--- src/rtl/prbist_pkg.sv ---
package prbist_pkg;
  typedef enum logic [1:0] {
    PH_IDLE   = 2'd0,
    PH_RUN    = 2'd1,
    PH_FINISH = 2'd2
  } phase_t;
endpackage

--- src/rtl/prs_gen.sv ---
module prs_gen #(
  parameter int W = 3
) (
  input  logic         clk,
  input  logic         rst_n,
  input  logic         seed_en,
  input  logic         step_en,
  output logic [W-1:0] pattern
);
  localparam logic [W-1:0] SEED = {W{1'b1}};

  logic [W-1:0] state_q;
  logic         fb;

  assign fb = state_q[W-1] ^ state_q[0];

  always_ff @(posedge clk or negedge rst_n) begin
    if (!rst_n) begin
      state_q <= SEED;
    end else if (seed_en) begin
      state_q <= SEED;
    end else if (step_en) begin
      state_q <= {state_q[W-2:0], fb};
    end
  end

  assign pattern = state_q;
endmodule

--- src/rtl/sig_compactor.sv ---
module sig_compactor #(
  parameter int W = 3
) (
  input  logic         clk,
  input  logic         rst_n,
  input  logic         clear_en,
  input  logic         fold_en,
  input  logic [W-1:0] word,
  output logic [W-1:0] value,
  output logic [W-1:0] value_next
);
  logic [W-1:0] acc_q;

  assign value_next = {acc_q[W-2:0], acc_q[W-1] ^ acc_q[0]} ^ word;

  always_ff @(posedge clk or negedge rst_n) begin
    if (!rst_n) begin
      acc_q <= '0;
    end else if (clear_en) begin
      acc_q <= '0;
    end else if (fold_en) begin
      acc_q <= value_next;
    end
  end

  assign value = acc_q;
endmodule

--- src/rtl/bist_seq.sv ---
module bist_seq
  import prbist_pkg::*;
#(
  parameter int STEPS = 7
) (
  input  logic clk,
  input  logic rst_n,
  input  logic start,
  output logic load,
  output logic advance,
  output logic capture,
  output logic running,
  output logic finished,
  output logic last_step
);
  localparam int CW = (STEPS > 1) ? $clog2(STEPS) : 1;
  localparam logic [CW-1:0] LAST = CW'(STEPS - 1);

  phase_t        phase_q;
  logic [CW-1:0] cnt_q;

  assign running   = (phase_q == PH_RUN);
  assign finished  = (phase_q == PH_FINISH);
  assign last_step = running && (cnt_q == LAST);
  assign load      = start && !running;
  assign advance   = running;
  assign capture   = last_step;

  always_ff @(posedge clk or negedge rst_n) begin
    if (!rst_n) begin
      phase_q <= PH_IDLE;
      cnt_q   <= '0;
    end else if (load) begin
      phase_q <= PH_RUN;
      cnt_q   <= '0;
    end else if (running) begin
      if (cnt_q == LAST) begin
        phase_q <= PH_FINISH;
        cnt_q   <= '0;
      end else begin
        cnt_q <= cnt_q + 1'b1;
      end
    end
  end
endmodule

--- src/rtl/prbist_engine.sv ---
module prbist_engine #(
  parameter int W = 3
) (
  input  logic         clk,
  input  logic         rst_n,
  input  logic         start,
  input  logic [W-1:0] exp_sig,
  output logic [W-1:0] stim,
  input  logic [W-1:0] resp,
  output logic         done,
  output logic         pass,
  output logic [W-1:0] sig
);
  localparam int STEPS = (1 << W) - 1;

  logic         load, advance, capture, running, finished, last_step;
  logic [W-1:0] sig_next;
  logic         pass_q;

  bist_seq #(.STEPS(STEPS)) seq_i (
    .clk(clk), .rst_n(rst_n), .start(start),
    .load(load), .advance(advance), .capture(capture),
    .running(running), .finished(finished), .last_step(last_step)
  );

  prs_gen #(.W(W)) gen_i (
    .clk(clk), .rst_n(rst_n), .seed_en(load), .step_en(advance),
    .pattern(stim)
  );

  sig_compactor #(.W(W)) cmp_i (
    .clk(clk), .rst_n(rst_n), .clear_en(load), .fold_en(advance),
    .word(resp), .value(sig), .value_next(sig_next)
  );

  always_ff @(posedge clk or negedge rst_n) begin
    if (!rst_n) begin
      pass_q <= 1'b0;
    end else if (load) begin
      pass_q <= 1'b0;
    end else if (capture) begin
      pass_q <= (sig_next == exp_sig);
    end
  end

  assign done = finished;
  assign pass = pass_q && finished;
endmodule

--- config.mk ---
export PLATFORM = sky130hd
export DESIGN_NAME = prbist_engine
export DESIGN_NICKNAME = d
export VERILOG_FILES = /design/src/rtl/prbist_pkg.sv /design/src/rtl/prs_gen.sv /design/src/rtl/sig_compactor.sv /design/src/rtl/bist_seq.sv /design/src/rtl/prbist_engine.sv
export SDC_FILE = /design/constraint.sdc
export NUM_CORES = 1
export LEC_CHECK = 0
export ABC_AREA = 1
export BUFFER_PORTS_ARGS = -buffer_cell sky130_fd_sc_hd__buf_2
export CAP_MARGIN = 15
export CELL_PAD_IN_SITES_DETAIL_PLACEMENT = 0
export CELL_PAD_IN_SITES_GLOBAL_PLACEMENT = 1
export CORE_UTILIZATION = 38
export DETAILED_ROUTE_END_ITERATION = 16
export PLACE_DENSITY = 0.88
export SYNTH_ARGS = -nofsm -noshare
export SYNTH_HDL_FRONTEND = slang
export SYNTH_SLANG_ARGS = --single-unit
--- constraint.sdc ---
create_clock -name clk -period 2.6 [get_ports clk]
set_input_delay 0.13 -clock clk [delete_from_list [all_inputs] [get_ports clk]]
set_output_delay 0.13 -clock clk [all_outputs]
set_load 0.03 [all_outputs]
==> results by group <==
Run status
  – Outcome: complete, no violations

STA
  – # setup viols final: 0
  – Slew headroom: 82.8%
  – Post-route minimum period: 1.23 ns
  – RSZ-0062 raised after global routing: no
  – Final period utilization: 47.2%
  – Setup TNS: 0 ns
  – Fmax: 815 MHz
  – Final WS setup: 1.37 ns
  – Slew @ Worst Pin: 0.258 ns
  – Clock Skews: 0.00800 ns
  – Final hold violation count: 0
  – Final hold slack: 0.0831 ns
  – Slew Viols, Final: 0

Drt
  – Initial detailed-routing violation count: 7
  – DR vias: 592
  – DRC violations left: 0
  – Drt pass-1 iters: 4
  – Post-DR wirelength/cell: 10.5 um
  – Via-per-instance ratio: 4.85
  – Routed Antenna Nets: 0
  – Routed wire length: 1.28 mm

Synth
  – Synth unique cells: 18
  – Async S/R FF share, synth: 100%
  – Mapped Area: 643 um2
  – Syn Inst Count: 85
  – Synth warnings: 0
  – Synth top area share: 35.0%
  – Most used flip-flop cell after synthesis: dfrtp_1
  – Post-Syn Nets: 94
  – Seq/Total Area, Yosys: 47.3%
  – Most numerous cell in the Yosys netlist: nand2_1
  – Yosys top cell by area: dfrtp_1
  – Top cells by area, synth: dfrtp_1 35%, dfstp_2 12%, nand2_1 12%, inv_1 9.3%, nand3_1 7.0%
  – Register bit total from synthesis: 12
  – Synth top cells by count: 20 x nand2_1, 16 x inv_1, 9 x dfrtp_1, 9 x nand3_1, 6 x nor2_1
  – Avg Inst Size Synth: 7.57 um2
  – Number of synthesized flops with an enable pin: 0

Clocking
  – CTS Buf Count: 3
  – Worst-path clk slew: 0.06 ns
  – CTS Sinks: 12
  – Post-CTS Setup Bufs: 0
  – Clock Path Buffers: 2
  – Htree depth: 1
  – Worst-skew pair later-pin latency: 0.27 ns
  – TritonCTS clock tree: built
  – Root Driver: clkbuf_4

Place
  – Routability Congestion: 0.757
  – Placed Cells incl. Taps: 117
  – Port Buffers: 16
  – HPWL Detailed: 1.01 mm
  – Placed Area: 743 um2
  – Place WS: 1.53 ns

Flow run
  – # Max-Cap Violations: 0

Finish
  – N_diodes: 0
  – Share of layout cells above drive strength 1: 27.4%
  – Fillers: 162
  – P&R area growth vs syn: 21.2%
  – Layout Nets: 116
  – Finished Cell Area: 779 um2
  – Final Util: 50.6%
  – Fin cells: 122

Worst setup path
  – Crit end category: output pin
  – Reg-to-Reg Start: cmp_i.value[1]
  – Reg-to-reg slack, setup: 1.49 ns
  – Worst Path Arrival: 1.10 ns
  – Buf/Inv on CP: 2
  – CP Launch Type: flop
  – Setup Crit Path Kind: flop to output pin
  – Delay of the slowest critical-path stage: 0.42 ns
  – Critical Path Start: seq_i.phase_q[0]
  – Delay-heaviest family, CP: flip-flops
  – Slowest CP cell: dfrtp_1
  – Crit path cell chain: inv_1, and3_1, buf_2
  – Worst Path Max Fanout: 3
  – End of the worst register-to-register path: pass_q
  – Req. time, crit path: 2.47 ns
  – Crit path depth: 3
  – R2r worst-path depth: 7

Worst hold path
  – Hold Crit Class: primary input to flop
  – Hold EP: seq_i.phase_q[1]
  – Hold_sp: start
  – WHS Path Cells: 2

Power
  – Clock power frac: 12.3%
  – Leakage: 0.436 nW
  – Pint: 501 uW
  – Power share of the sequential group: 38.2%
  – Sw Pwr: 459 uW
  – PD cells: 1230 nW/um2
  – VDD IR-drop max: 0.000546 V
  – Sw frac: 47.8%
  – Combinational Power Share: 49.5%
  – Total power: 960 uW

Floorplanning
  – Core ar.: 1540 um2
  – Die X-Extent: 43.1 um
  – IO Count: 17
  – Initial Util: 41.7%
  – Die area: 1860 um2
  – Die height: 43.1 um
  – Site Rows: 14

Global route
  – GRT Total Usage: 15.9%
  – Largest net degree at the start of global routing: 13
  – Antenna violations before repair: 0
  – Vias in the first global route: 527
  – GRT overflow: 0
  – Global-route wire length before repair: 2.13 mm
## timing repair
action / 4_1_cts / 5_1_grt
hold buffers: 1 / 0
resized for setup: 0 / 0
endpoints found under the hold margin: 12 / 0
## cells by family after synthesis
kind of cell / Yosys count / synth area share (%)
simple gates: 41 / 30.0
flops: 12 / 47.3
buf+inv: 19 / 11.1
compound gates: 13 / 11.7
## worst max-delay path by stage
stage | slack (ns) | to
after floorplan | 1.44 | pass_q
after global placement | 1.54 | pass_q
after detailed placement | 1.53 | pass_q
after CTS | 1.36 | pass
after global routing | 1.32 | pass
final | 1.37 | pass
## registers in the layout, summed over array words and instances, names as in the netlist
register and count:
cmp_i.value 3, gen_i.pattern 3, seq_i.cnt_q 3, seq_i.phase_q 2
pass_q 1
## power groups by stage
| stage | clock [mW] | sequential [mW] | combinational, mW |
|---|---|---|---|
| 2_1_floorplan | 0 | 0.452 | 0.269 |
| 3_3_place_gp | 0 | 0.367 | 0.470 |
| 3_5_place_dp | 0 | 0.370 | 0.475 |
| 4_1_cts | 0.123 | 0.367 | 0.478 |
| 5_1_grt | 0.127 | 0.377 | 0.541 |
| 6_report | 0.118 | 0.366 | 0.475 |
## metal layers
metal | vias up | share of wire, % | routed length (um) | GRT usage, %
li1 | 311 | - | - | -
met1 | 263 | 47 | 604 | 19.6
met2 | 13 | 46 | 587 | 25.1
met3 | 5 | 4.2 | 53 | 3.83
met4 | 0 | 2.5 | 32 | 9.09
met5 | - | 0 | 0 | 0
## cell usage in the layout, fill, tap and decap left out
master          n
a31oi_1         1
a21oi_2         1
nand2_1        20
dfstp_2         3
clkbuf_1        1
nor3_1          1
a21oi_1         2
or2_1           1
o21ai_0         5
nand3_2         1
nor2_4          1
inv_2           3
o22ai_1         4
nand2_4         1
inv_1          16
buf_2          16
dlygate4sd3_1   1
nand3_1         9
dfrtp_1         9
clkbuf_4        3
nor2_1          6
and3_1          1
## worst reg2reg max path, cell delays in order, from the launching register on
cell and delay (ns):
dfrtp_1 0.41, or2_1 0.23, nand2_1 0.09, nand2_1 0.06
nand2_1 0.05, nor2_1 0.04, nand2_1 0.06, nand2_1 0.05
## final cells by class
| type | instances | area, um2 | area share (%) |
|---|---|---|---|
| sequential | 12 | 304 | 39.0 |
| multi-input combinational | 54 | 268 | 34.3 |
| timing repair buffer | 17 | 90.1 | 11.6 |
| inverter | 19 | 71.3 | 9.15 |
| clock buffer | 4 | 26.3 | 3.37 |
| tap | 16 | 20.0 | 2.57 |
No activity file was read; power rests on OpenSTA's default activity.
